`src/rtl/rxd_pkg.sv`:
```
package rxd_pkg;

  // Integer ceiling division used for lane counts.
  function automatic int ceil_div(input int num, input int den);
    return (num + den - 1) / den;
  endfunction

  typedef enum logic {
    CW_LEN_LONG  = 1'b0,
    CW_LEN_SHORT = 1'b1
  } cw_len_e;

endpackage

```
`src/rtl/rxd_lane.sv`:
```
module rxd_lane
  import rxd_pkg::*;
#(
  parameter int SYM_W     = 10,
  parameter int LANE_SYMS = 16,
  parameter int MSG_SYMS  = 514,
  parameter int IDX_W     = 6
) (
  input  logic                       act_in,
  input  logic [IDX_W-1:0]           idx_in,
  input  logic [IDX_W-1:0]           tot_lanes,
  input  logic                       strobe,
  input  logic [SYM_W*LANE_SYMS-1:0] data,
  output logic                       act_out,
  output logic [IDX_W-1:0]           idx_out,
  output logic                       abort,
  output logic                       msg_vld,
  output logic                       msg_last,
  output logic [SYM_W*LANE_SYMS-1:0] msg_data
);

  localparam int MSG_LANES = ceil_div(MSG_SYMS, LANE_SYMS);
  localparam int TAIL_SYMS = MSG_SYMS - (MSG_LANES - 1) * LANE_SYMS;

  logic             act_here;
  logic [IDX_W-1:0] idx_here;
  logic [IDX_W-1:0] idx_inc;

  always_comb begin
    act_here = strobe | act_in;
    idx_here = strobe ? '0 : idx_in;
    idx_inc  = idx_here + IDX_W'(1);
    abort    = strobe & act_in;
    msg_vld  = act_here && (idx_here < IDX_W'(MSG_LANES));
    msg_last = act_here && (idx_here == IDX_W'(MSG_LANES - 1));
    idx_out  = act_here ? idx_inc : idx_in;
    act_out  = act_here && (idx_inc < tot_lanes);
  end

  // Per-symbol masking: parity slots of the final message lane read zero.
  for (genvar s = 0; s < LANE_SYMS; s++) begin : g_sym
    localparam bit IN_TAIL = (s < TAIL_SYMS);
    logic keep;
    assign keep = msg_vld && (!msg_last || IN_TAIL);
    assign msg_data[s*SYM_W +: SYM_W] = keep ? data[s*SYM_W +: SYM_W] : '0;
  end

endmodule

```
`src/rtl/rxd_frame_ctl.sv`:
```
module rxd_frame_ctl #(
  parameter int IDX_W = 6
) (
  input  logic             clk,
  input  logic             rst_n,
  input  logic             ena,
  input  logic             act_nxt,
  input  logic [IDX_W-1:0] idx_nxt,
  input  logic             abort_any,
  output logic             act_q,
  output logic [IDX_W-1:0] idx_q,
  output logic             err_q
);

  logic             act_d;
  logic [IDX_W-1:0] idx_d;
  logic             err_d;

  always_comb begin
    act_d = act_q;
    idx_d = idx_q;
    err_d = err_q;
    if (ena) begin
      act_d = act_nxt;
      idx_d = idx_nxt;
      err_d = err_q | abort_any;
    end
  end

  always_ff @(posedge clk or negedge rst_n) begin
    if (!rst_n) begin
      act_q <= 1'b0;
      idx_q <= '0;
      err_q <= 1'b0;
    end else begin
      act_q <= act_d;
      idx_q <= idx_d;
      err_q <= err_d;
    end
  end


  pos_hold_chk: assert property (@(posedge clk) disable iff (!rst_n)
    !ena |=> ($stable(act_q) && $stable(idx_q)));


  err_sticky_chk: assert property (@(posedge clk) disable iff (!rst_n)
    err_q |=> err_q);


  abort_sets_err_chk: assert property (@(posedge clk) disable iff (!rst_n)
    (ena && abort_any) |=> err_q);

endmodule

```
`src/rtl/rxd_flag_cap.sv`:
```
module rxd_flag_cap #(
  parameter int FLAG_W = 8
) (
  input  logic              clk,
  input  logic              rst_n,
  input  logic              start_a,
  input  logic              start_b,
  input  logic [FLAG_W-1:0] flags_a,
  input  logic [FLAG_W-1:0] flags_b,
  output logic [FLAG_W-1:0] held_a,
  output logic [FLAG_W-1:0] held_b,
  output logic [1:0]        upd
);

  logic [FLAG_W-1:0] held_a_d;
  logic [FLAG_W-1:0] held_b_d;

  always_comb begin
    held_a_d = start_a ? flags_a : held_a;
    held_b_d = start_b ? flags_b : held_b;
  end

  always_ff @(posedge clk or negedge rst_n) begin
    if (!rst_n) begin
      held_a <= '0;
      held_b <= '0;
      upd    <= '0;
    end else begin
      held_a <= held_a_d;
      held_b <= held_b_d;
      upd    <= {start_b, start_a};
    end
  end


  flag_a_cap_chk: assert property (@(posedge clk) disable iff (!rst_n)
    start_a |=> (held_a == $past(flags_a)));


  flag_b_cap_chk: assert property (@(posedge clk) disable iff (!rst_n)
    start_b |=> (held_b == $past(flags_b)));

endmodule

```
`src/rtl/rxd_deframer.sv`:
```
module rxd_deframer
  import rxd_pkg::*;
#(
  parameter int SYM_W      = 10,
  parameter int LANE_SYMS  = 16,
  parameter int MSG_SYMS   = 514,
  parameter int LONG_SYMS  = 544,
  parameter int SHORT_SYMS = 528,
  parameter int FLAG_W     = 8
) (
  input  logic          clk,
  input  logic          rst_n,
  input  logic          i_cw528,
  input  logic          i_ena,
  input  logic          i_start,
  input  logic          i_startb,
  input  logic [319:0]  i_data,
  input  logic [7:0]    i_flags,
  input  logic [7:0]    i_flagsb,
  output logic [1:0]    o_valid,
  output logic [1:0]    o_last,
  output logic [319:0]  o_data,
  output logic          o_abort_err,
  output logic [7:0]    o_flags,
  output logic [7:0]    o_flagsb,
  output logic [1:0]    o_flag_upd
);

  localparam int LANES       = 2;
  localparam int LANE_W      = SYM_W * LANE_SYMS;
  localparam int BUS_W       = LANE_W * LANES;
  localparam int LONG_LANES  = ceil_div(LONG_SYMS, LANE_SYMS);
  localparam int SHORT_LANES = ceil_div(SHORT_SYMS, LANE_SYMS);
  localparam int IDX_W       = $clog2(LONG_LANES + 1);

  // Synchronous release of the asynchronous reset.
  logic [1:0] rst_pipe;
  logic       rst_n_s;

  always_ff @(posedge clk or negedge rst_n) begin
    if (!rst_n) rst_pipe <= '0;
    else        rst_pipe <= {rst_pipe[0], 1'b1};
  end
  assign rst_n_s = rst_pipe[1];

  cw_len_e          cw_len;
  logic [IDX_W-1:0] tot_lanes;
  logic [LANES-1:0] strobe_v;

  assign cw_len    = cw_len_e'(i_cw528);
  assign tot_lanes = (cw_len == CW_LEN_SHORT) ? IDX_W'(SHORT_LANES) : IDX_W'(LONG_LANES);
  assign strobe_v  = {i_startb, i_start} & {LANES{i_ena}};

  logic                        act_q;
  logic [IDX_W-1:0]            idx_q;
  logic                        err_q;
  logic [LANES:0]              act_c;
  logic [LANES:0][IDX_W-1:0]   idx_c;
  logic [LANES-1:0]            abort_v;
  logic [LANES-1:0]            vld_v;
  logic [LANES-1:0]            last_v;
  logic [BUS_W-1:0]            data_v;

  assign act_c[0] = act_q;
  assign idx_c[0] = idx_q;

  // Lanes are chained: each lane continues the codeword state left by the one below.
  for (genvar g = 0; g < LANES; g++) begin : g_lane
    rxd_lane #(
      .SYM_W    (SYM_W),
      .LANE_SYMS(LANE_SYMS),
      .MSG_SYMS (MSG_SYMS),
      .IDX_W    (IDX_W)
    ) u_lane (
      .act_in   (act_c[g]),
      .idx_in   (idx_c[g]),
      .tot_lanes(tot_lanes),
      .strobe   (strobe_v[g]),
      .data     (i_data[g*LANE_W +: LANE_W]),
      .act_out  (act_c[g+1]),
      .idx_out  (idx_c[g+1]),
      .abort    (abort_v[g]),
      .msg_vld  (vld_v[g]),
      .msg_last (last_v[g]),
      .msg_data (data_v[g*LANE_W +: LANE_W])
    );
  end

  rxd_frame_ctl #(.IDX_W(IDX_W)) u_ctl (
    .clk      (clk),
    .rst_n    (rst_n_s),
    .ena      (i_ena),
    .act_nxt  (act_c[LANES]),
    .idx_nxt  (idx_c[LANES]),
    .abort_any(|abort_v),
    .act_q    (act_q),
    .idx_q    (idx_q),
    .err_q    (err_q)
  );

  rxd_flag_cap #(.FLAG_W(FLAG_W)) u_flags (
    .clk    (clk),
    .rst_n  (rst_n_s),
    .start_a(i_start),
    .start_b(i_startb),
    .flags_a(i_flags),
    .flags_b(i_flagsb),
    .held_a (o_flags),
    .held_b (o_flagsb),
    .upd    (o_flag_upd)
  );

  assign o_abort_err = err_q;

  // Output stage: next-state and register processes.
  logic [LANES-1:0] valid_d;
  logic [LANES-1:0] last_d;
  logic [BUS_W-1:0] data_d;

  always_comb begin
    valid_d = i_ena ? vld_v  : '0;
    last_d  = i_ena ? last_v : '0;
    data_d  = i_ena ? data_v : o_data;
  end

  always_ff @(posedge clk or negedge rst_n_s) begin
    if (!rst_n_s) begin
      o_valid <= '0;
      o_last  <= '0;
      o_data  <= '0;
    end else begin
      o_valid <= valid_d;
      o_last  <= last_d;
      o_data  <= data_d;
    end
  end


  no_out_when_idle_chk: assert property (@(posedge clk) disable iff (!rst_n_s)
    !i_ena |=> (o_valid == '0));


  last_needs_valid_chk: assert property (@(posedge clk) disable iff (!rst_n_s)
    (o_last & ~o_valid) == '0);


  single_last_chk: assert property (@(posedge clk) disable iff (!rst_n_s)
    $countones(o_last) <= 1);

endmodule

```
`config.mk`:
```
export PLATFORM = sky130hd
export DESIGN_NAME = rxd_deframer
export DESIGN_NICKNAME = d
export VERILOG_FILES = /design/src/rtl/rxd_pkg.sv /design/src/rtl/rxd_lane.sv /design/src/rtl/rxd_frame_ctl.sv /design/src/rtl/rxd_flag_cap.sv /design/src/rtl/rxd_deframer.sv
export SDC_FILE = /design/constraint.sdc
export NUM_CORES = 1
export LEC_CHECK = 0
export BUFFER_PORTS_ARGS = -buffer_cell sky130_fd_sc_hd__clkbuf_2
export CAP_MARGIN = 20
export CELL_PAD_IN_SITES_DETAIL_PLACEMENT = 1
export CELL_PAD_IN_SITES_GLOBAL_PLACEMENT = 1
export CORE_AREA = 2 2 266 268
export CTS_CLUSTER_SIZE = 25
export DETAILED_ROUTE_END_ITERATION = 7
export DIE_AREA = 0 0 268 270
export HOLD_SLACK_MARGIN = 0.03
export PLACE_DENSITY = 0.61
export SYNTH_ARGS = -nofsm -noshare
export SYNTH_HDL_FRONTEND = slang
export SYNTH_SLANG_ARGS = --single-unit
```
`constraint.sdc`:
```
create_clock -name clk -period 13.55 [get_ports clk]
set_input_delay 4.065 -clock clk [delete_from_list [all_inputs] [get_ports clk]]
set_output_delay 4.065 -clock clk [all_outputs]
set_load 0.05 [all_outputs]
```
==> summary.txt, run 1 <==
Clock network
  • Clock root cell: clkbuf_16
  • TritonCTS clock tree: yes
  • Max clock buf depth: 3
  • TritonCTS buffer count: 40
  • CTS Sinks: 352
  • Reg clk slew, reported paths: 60 ps
  • # hold bufs at CTS: 0
  • # H-tree levels: 2
  • CTS resizes: 0
  • Post-CTS setup buffers: 0
  • Clock Latency Late Sink: 550 ps

Yosys
  • Sequential share of the synthesized area: 67.9%
  • Synth area leaders: dfrtp_1, a22o_1, mux2_2, clkbuf_1, buf_6
  • Largest family of logic cells by synthesized area: compound AO/OA/AOI/OAI gates
  • Syn avg cell area: 14.6 sq um
  • Cell variety after synth: 48
  • Cell taking the most area after synthesis: dfrtp_1
  • Synth Area in Simple Gates: 2.05%
  • Mapped Area: 13,000 sq um
  • Post-synth top cells: dfrtp_1, a22o_1, clkbuf_1
  • Synthesized instance count: 888
  • Xor-xnor portion of the synthesized cell area: 0.405%
  • Mapped Nets: 1,236
  • Yosys top cell area share: 67.9%
  • Number of synthesized flops with an enable pin: 0
  • Post-synth top flop: dfrtp_1
  • Yosys reg bits: 352
  • Yosys warns: 0
  • Most instantiated library cell after synthesis: dfrtp_1
  • Post-synthesis compound-gate area fraction: 24.1%
  • Mux cell area share after synthesis: 1.55%
  • Post-Synth Adder-Cell Area: 0.578%
  • Share of flip-flops with an asynchronous set or reset: 100%

Power
  • Clock share of power: 27.4%
  • Pwr Density: 205 nW/um^2
  • Sequential power share: 36.7%
  • Leak: 9.68 nW
  • Switching part of the total: 42.0%
  • Combinational Power Share: 36.0%
  • Internal power: 2.20 mW
  • Peak supply drop: 82.3 uV
  • Psw: 1.60 mW

Setup path
  • Flop2flop setup slack: 9480 ps
  • Setup crit start: i_ena
  • FF-to-FF path depth: 12
  • Crit path launch type: input pin
  • Setup crit end kind: flip-flop
  • FF-to-FF End: o_data[314]
  • Crit path arrival time: 8040 ps
  • Worst EP required: 14,020 ps
  • WS Path Type: input pin to flip-flop
  • Worst reg2reg path startpoint: u_ctl.idx_q[0]
  • CP max FO: 89

STA
  • Fmax: 0.132 GHz
  • Rel. slew slack: 30.0%
  • Clock period minus worst slack: 7570 ps
  • Final Setup Violations: 0
  • Endpoints failing hold: 0
  • Setup Skew: 20.2 ps
  • RSZ-0062 raised after global routing: false
  • Slew @ Worst Pin: 1050 ps
  • Setup tns final: 0 ps
  • Final period utilization: 55.9%
  • Pins Over Slew Limit: 0

Finish
  • Synth-to-Final Area Change: 42.7%
  • Ant. Diodes: 0
  • Multi-input combinational cell area: 3740 sq um
  • Filler cells: 7,884
  • Layout cell share with drive strength beyond 1: 50.2%
  • Final design utilization: 26.6%
  • Nets: 1,892
  • Register area: 8810 sq um

Routing
  • Vias per cell: 4.21
  • DR WL/cell: 18.4 um
  • Drt pass-1 iters: 4
  • Remaining DRCs: 0
  • Via count: 10,600
  • Routed Wire Length: 46,100 um
  • Iteration-0 DRC Markers: 477
  • Final ANT Viol Nets: 0

Run
  • Max-cap violation count: 0

Floorplan
  • Die Span Y: 270 um
  • FP Rows: 97
  • Initial core utilization: 18.7%
  • Die Wd: 268 um
  • Core area: 69,500 sq um
  • Ports: 685
  • Die area: 72,400 sq um

Global route
  • Overall routing resource usage: 12.3%
  • Total grt overflow: 0
  • Global-route wire length before repair: 70,100 um
  • Initial antenna violation count: 1
  • Number of global-route vias before repair: 11,600
  • Largest net degree at the start of global routing: 93

Status
  • Status: finished clean

Hold path
  • Worst hold-check path type: flip-flop to flip-flop
  • Hold Crit Endpoint: rst_pipe[1]
  • Hold depth: 0
  • Min-Delay Startpoint: rst_pipe[0]

Placed design
  • IO buf count: 684
  • Hpwl dp: 33,500 um
  • Routability cong.: 0.848
==> power groups by stage <==
stage | registers [mW] | clock network (mW) | logic, mW
floorplan | 2.04 | 0 | 0.363
global placement | 1.40 | 0 | 1.36
detailed placement | 1.41 | 0 | 1.38
CTS | 1.40 | 1.09 | 1.38
global route | 1.42 | 1.13 | 1.44
finish | 1.39 | 1.04 | 1.37
==> critical path: stages <==
cell and delay [ps]:
clkbuf_2 370, nand2_1 280, nand2_1 140, ha_1 270, nand3b_1 170, nand4_1 200, ha_1 200, nand3_1 80
a21oi_1 150, o21ai_1 130, a211oi_4 240, buf_4 510, buf_4 810, a22o_1 250
==> cell usage in the layout, fill, tap and decap left out, types with 4 or more instances in the layout <==
| cell | instances |
|---|---|
| clkbuf_16 | 41 |
| dfrtp_1 | 351 |
| o21ai_0 | 8 |
| buf_4 | 13 |
| clkbuf_1 | 8 |
| clkbuf_8 | 6 |
| a22o_1 | 321 |
| nand3_1 | 6 |
| mux2_2 | 17 |
| clkbuf_2 | 684 |
| clkinv_2 | 10 |
| xor2_1 | 5 |
| nor2_1 | 10 |
| a31oi_1 | 4 |
| a21oi_1 | 9 |
| inv_1 | 4 |
| nand2_1 | 15 |
| ha_1 | 6 |
==> cell type report <==
cell class	instances	share of cell area [%]
clock buffer	55	6.15
timing repair buffer	697	19.0
clock inverter	14	0.567
multi-input combinational	447	20.2
tap	940	6.35
inverter	6	0.162
sequential	352	47.6
==> worst max-delay path by stage <==
stage	to	slack, ps	depth (start not counted)
floorplan	o_data[0]	3010	0
global placement	o_data[182]	5600	14
detailed placement	o_data[314]	5470	14
CTS	o_data[314]	6060	14
global route	o_data[314]	5660	12
finish	o_data[314]	5980	14
==> cells by family after synthesis <==
| kind of cell | count (synthesis) |
|---|---|
| and+or+nand+nor | 50 |
| DFF | 352 |
| xor gates and xnor gates | 6 |
| other | 1 |
| AOI/OAI and AO/OA | 366 |
| muxes | 18 |
| adders and majority gates | 6 |
| buffers and inverters | 89 |
==> registers in the layout, summed over array words and instances (netlist names) <==
name,flops
o_data,320
o_last,2
o_valid,2
rst_pipe,2
u_ctl.act_q,1
u_ctl.err_q,1
u_ctl.idx_q,6
u_flags.held_a,8
u_flags.held_b,8
u_flags.upd,2
==> metal layers <==
metal,vias to the layer above,routed length [um],track usage [%],part of all wire (%)
met2,461,22800,21.3,50
li1,4711,-,-,-
met3,94,3860,3.96,8.4
met5,-,13,0,0.028
met1,5300,17700,14.0,38
met4,2,1690,4.82,3.7
==> stage by stage <==
step | std cells | setup WS, ps | instance area [sq um] | total power [mW] | hold slack, ps
after global placement | 2442 | 5600 | 17300 | 2.76 | 338
after global routing | 2511 | 5660 | 18500 | 3.99 | 371
after CTS | 2511 | 6060 | 18500 | 3.86 | 349
final | 2511 | 5980 | 18500 | 3.80 | 349
after detailed placement | 2442 | 5470 | 17300 | 2.79 | 337
after floorplan | 888 | 3010 | 13000 | 2.40 | 331
Note: power is estimated with default switching activity, not from simulation.
==> run 2, diff against run 1 <==
==> constraint.sdc (replaced) <==
create_clock -name clk -period 7.2 [get_ports clk]
set_input_delay 2.16 -clock clk [delete_from_list [all_inputs] [get_ports clk]]
set_output_delay 2.16 -clock clk [all_outputs]
set_load 0.05 [all_outputs]
==> summary.txt, run 2 (same netlist as run 1, synthesis figures left out) <==
Power
  • Switching part of the total: 41.4%
  • Sequential power share: 35.9%
  • Internal power: 4.28 mW
  • Psw: 3.02 mW
  • Combinational Power Share: 35.6%
  • Pwr Density: 390 nW/um^2
  • Peak supply drop: 164 uV
  • Leak: 9.76 nW
  • Clock share of power: 28.5%

Hold path
  • Min-Delay Startpoint: rst_pipe[0]
  • Worst hold-check path type: flip-flop to flip-flop
  • Hold depth: 0

Global route
  • Largest net degree at the start of global routing: 191
  • Number of global-route vias before repair: 11,700
  • Total grt overflow: 0
  • Initial antenna violation count: 0
  • Global-route wire length before repair: 70,400 um
  • Overall routing resource usage: 12.3%

Finish
  • Layout cell share with drive strength beyond 1: 50.2%
  • Most common cell after layout, fill and taps aside: clkbuf_2
  • Ant. Diodes: 0
  • Non-filler cells, final: 2,517
  • Most frequent cells in the layout: clkbuf_2, dfrtp_1, a22o_1
  • Largest regs: o_data (320), u_flags.held_a (8), u_flags.held_b (8)
  • Max reg flops: 320
  • Final design utilization: 26.9%
  • Most flops, register: o_data
  • Nets: 1,898
  • Synth-to-Final Area Change: 44.1%

Setup path
  • Setup crit start: i_ena
  • Setup crit end kind: flip-flop
  • Worst reg2reg path startpoint: u_ctl.idx_q[0]
  • Crit path launch type: input pin
  • WS Path Type: input pin to flip-flop
  • FF-to-FF path depth: 11
  • Worst EP required: 7690 ps
  • CP max FO: 69
  • Crit path arrival time: 5700 ps

Placed design
  • Routability cong.: 0.843
  • Place WS: 1310 ps
  • Hpwl dp: 33,400 um
  • Placed instance count: 2,447
  • IO buf count: 684

STA
  • Final Setup Violations: 0
  • Pins Over Slew Limit: 0
  • Setup tns final: 0 ps
  • Rel. slew slack: 29.5%
  • Clock period minus worst slack: 5220 ps
  • Fmax: 0.192 GHz
  • Slew @ Worst Pin: 1060 ps
  • PnR worst setup slack: 1980 ps
  • Endpoints failing hold: 0
  • Final period utilization: 72.5%
  • Setup Skew: 10.6 ps
  • Hold Slack: 366 ps
  • RSZ-0062 raised after global routing: false

Routing
  • Remaining DRCs: 0
  • Drt pass-1 iters: 4
  • Iteration-0 DRC Markers: 449
  • Routed Wire Length: 46,000 um
  • Final ANT Viol Nets: 0
  • DR WL/cell: 18.3 um
  • Vias per cell: 4.24
  • Via count: 10,700

Clock network
  • Post-CTS setup buffers: 0
  • Clock Latency Late Sink: 550 ps
  • Max clock buf depth: 3
  • Clock root cell: clkbuf_16
  • TritonCTS clock tree: yes
  • CTS Sinks: 352
  • Reg clk slew, reported paths: 60 ps
  • TritonCTS buffer count: 41
  • # H-tree levels: 2
  • # hold bufs at CTS: 0
  • CTS resizes: 0

Floorplan
  • Die Wd: 268 um
  • Ports: 685
  • Core area: 69,500 sq um
  • Die Span Y: 270 um
  • FP Rows: 97
  • Initial core utilization: 18.7%
  • Die area: 72,400 sq um

Status
  • Status: finished clean

Run
  • Max-cap violation count: 0
## run 2: path summary, 6_finish.rpt
check	to	slack [ps]
max reg2reg	o_data[266]	3570
min in group asynchronous	o_data[157]	440
min	rst_pipe[1]	370
min reg2reg	rst_pipe[1]	370
max in group asynchronous	o_data[252]	5370
max	o_data[266]	1980
## run 2: critical path, cell delays in order
cell	delay (ps)
clkbuf_2	390
nand2_1	290
nand2_1	160
ha_1	280
nand3b_1	170
nand4_1	200
ha_1	200
nand3_1	70
a21oi_1	170
o21ai_1	140
a211oi_4	830
buf_12	360
a22o_1	190
## run 2: area by class of cell
cell class	instances	area, sq um
sequential	352	8810
timing repair buffer	702	3620
fill	7949	50800
inverter	6	30.0
multi-input combinational	447	3740
clock inverter	9	98.8
clock buffer	61	1230
tap	940	1180
## run 2: through the flow
stage	total power, mW	cell area (sq um)
2_1_floorplan	4.52	13000
3_3_place_gp	5.23	17400
3_5_place_dp	5.27	17400
4_1_cts	7.42	18700
5_1_grt	7.65	18700
6_report	7.30	18700
## run 2: power groups by stage
| stage | registers (mW) | clock network, mW | logic (mW) |
|---|---|---|---|
| after floorplan | 3.83 | 0 | 0.683 |
| after global placement | 2.64 | 0 | 2.58 |
| after detailed placement | 2.65 | 0 | 2.62 |
| after CTS | 2.62 | 2.17 | 2.63 |
| after global routing | 2.67 | 2.24 | 2.73 |
| final | 2.62 | 2.08 | 2.60 |
## run 2: routing by layer
layer,routed length (um),vias up,share of wire (%),global-route usage (%)
li1,-,4730,-,-
met1,17200,5391,37,13.4
met2,23300,460,51,21.9
met3,4040,84,8.8,4.19
met4,1480,0,3.2,4.51
met5,0,-,0,0
==> run 3, diff against run 2 <==
==> constraint.sdc (replaced) <==
create_clock -name clk -period 4.9 [get_ports clk]
set_input_delay 1.47 -clock clk [delete_from_list [all_inputs] [get_ports clk]]
set_output_delay 1.47 -clock clk [all_outputs]
set_load 0.05 [all_outputs]
==> summary.txt, run 3 (same netlist as run 1, synthesis figures left out) <==
Status
  • Status: finished clean

Finish
  • Most frequent cells in the layout: clkbuf_2, dfrtp_1, a22o_1
  • Max reg flops: 320
  • Layout cell share with drive strength beyond 1: 50.8%
  • Register area: 8810 sq um
  • Most flops, register: o_data
  • Most common cell after layout, fill and taps aside: clkbuf_2
  • Ant. Diodes: 0
  • Multi-input combinational cell area: 3740 sq um
  • Largest regs: o_data (320), u_flags.held_a (8), u_flags.held_b (8)
  • Filler cells: 7,928
  • Final design utilization: 27.2%
  • Synth-to-Final Area Change: 45.7%
  • Nets: 1,911

Run
  • Max-cap violation count: 0

Global route
  • Global-route wire length before repair: 71,700 um
  • Largest net degree at the start of global routing: 156
  • Initial antenna violation count: 3
  • Total grt overflow: 0
  • Overall routing resource usage: 12.5%
  • Number of global-route vias before repair: 11,800

STA
  • Clock period minus worst slack: 3640 ps
  • Slew @ Worst Pin: 822 ps
  • Rel. slew slack: 45.2%
  • Final Setup Violations: 0
  • Setup Skew: 23.0 ps
  • Pins Over Slew Limit: 0
  • Setup tns final: 0 ps
  • RSZ-0062 raised after global routing: false
  • Final period utilization: 74.3%
  • Fmax: 0.275 GHz
  • Endpoints failing hold: 0

Setup path
  • Crit path launch type: input pin
  • Crit path arrival time: 4130 ps
  • Worst EP required: 5390 ps
  • Setup crit end kind: flip-flop
  • CP max FO: 50
  • WS Path Type: input pin to flip-flop

Routing
  • Drt pass-1 iters: 4
  • Iteration-0 DRC Markers: 434
  • Final ANT Viol Nets: 0
  • Via count: 10,700
  • Routed Wire Length: 46,800 um
  • Vias per cell: 4.22
  • DR WL/cell: 18.5 um
  • Remaining DRCs: 0

Floorplan
  • Ports: 685
  • Die Span Y: 270 um
  • Die area: 72,400 sq um
  • Core area: 69,500 sq um
  • Die Wd: 268 um
  • Initial core utilization: 18.7%
  • FP Rows: 97

Clock network
  • CTS Sinks: 352
  • # hold bufs at CTS: 0
  • # H-tree levels: 2
  • Clock Latency Late Sink: 560 ps
  • TritonCTS clock tree: yes
  • Post-CTS setup buffers: 0
  • CTS resizes: 0
  • TritonCTS buffer count: 41
  • Reg clk slew, reported paths: 60 ps
  • Max clock buf depth: 3
  • Clock root cell: clkbuf_16

Hold path
  • Worst hold-check path type: flip-flop to flip-flop

Placed design
  • IO buf count: 684
  • Routability cong.: 0.838
  • Hpwl dp: 34,800 um

Power
  • Pwr Density: 575 nW/um^2
  • Leak: 9.87 nW
  • Peak supply drop: 313 uV
## run 3: cell types whose count changed in the layout (fill, tap and decap cells not counted)
| cell | delta |
|---|---|
| buf_4 | +10 |
| buf_12 | +3 |
| clkbuf_8 | +2 |
| clkinv_2 | -2 |
| bufinv_16 | +1 |
| clkbuf_1 | -1 |
| clkinv_4 | +1 |
| clkinvlp_4 | +1 |
| inv_6 | +1 |
## run 3: area by class of cell
type	count	share of cell area [%]
flip-flops and latches	352	46.6
clock buffers	62	6.65
inverters	6	0.159
clock inverters	11	0.761
well taps	940	6.22
repair buffers	715	19.9
multi-input cells	447	19.8
## run 3: worst paths after layout
check,depth (start not counted),slack [ps],endpoint,start
worst max register to register,10,1740,o_data[301],u_ctl.idx_q[0]
min in group asynchronous,0,430,o_data[43],rst_pipe[1]
worst min-delay path,0,360,rst_pipe[1],rst_pipe[0]
worst max-delay path,12,1260,o_data[301],i_start
max in group asynchronous,1,3290,o_data[301],rst_pipe[1]
worst min register to register,0,360,rst_pipe[1],rst_pipe[0]
## run 3: power breakdown
part	switching (mW)	internal, mW	total [mW]
Combinational	2.82	1.03	3.85
Clock	1.25	1.93	3.18
Sequential	0.404	3.45	3.85
## run 3: metal layers
| layer | GRT usage, % | part of all wire [%] |
|---|---|---|
| met1 | 13.5 | 36 |
| met2 | 22.5 | 51 |
| met3 | 4.29 | 8.7 |
| met4 | 4.79 | 3.8 |
| met5 | 0 | 0.068 |
## run 3: per-stage QoR
stage / std cells / setup slack [ps] / cell area, sq um / hold slack (ps) / power [mW]
after floorplan: 888 / 991 / 13000 / 331 / 6.63
after global placement: 2460 / 744 / 17500 / 339 / 7.71
after detailed placement: 2460 / 681 / 17500 / 353 / 7.78
after CTS: 2533 / 1280 / 18900 / 372 / 11.0
after global routing: 2533 / 1050 / 18900 / 375 / 11.4
final: 2533 / 1260 / 18900 / 364 / 10.9
## run 3: critical path, cell delays in order
cell,delay (ps)
clkbuf_2,100
nand2_1,110
nand2_1,70
ha_1,360
ha_1,290
o21ai_1,110
a311oi_2,490
a21oi_1,210
a211oi_4,250
buf_12,200
buf_12,230
a22o_1,180
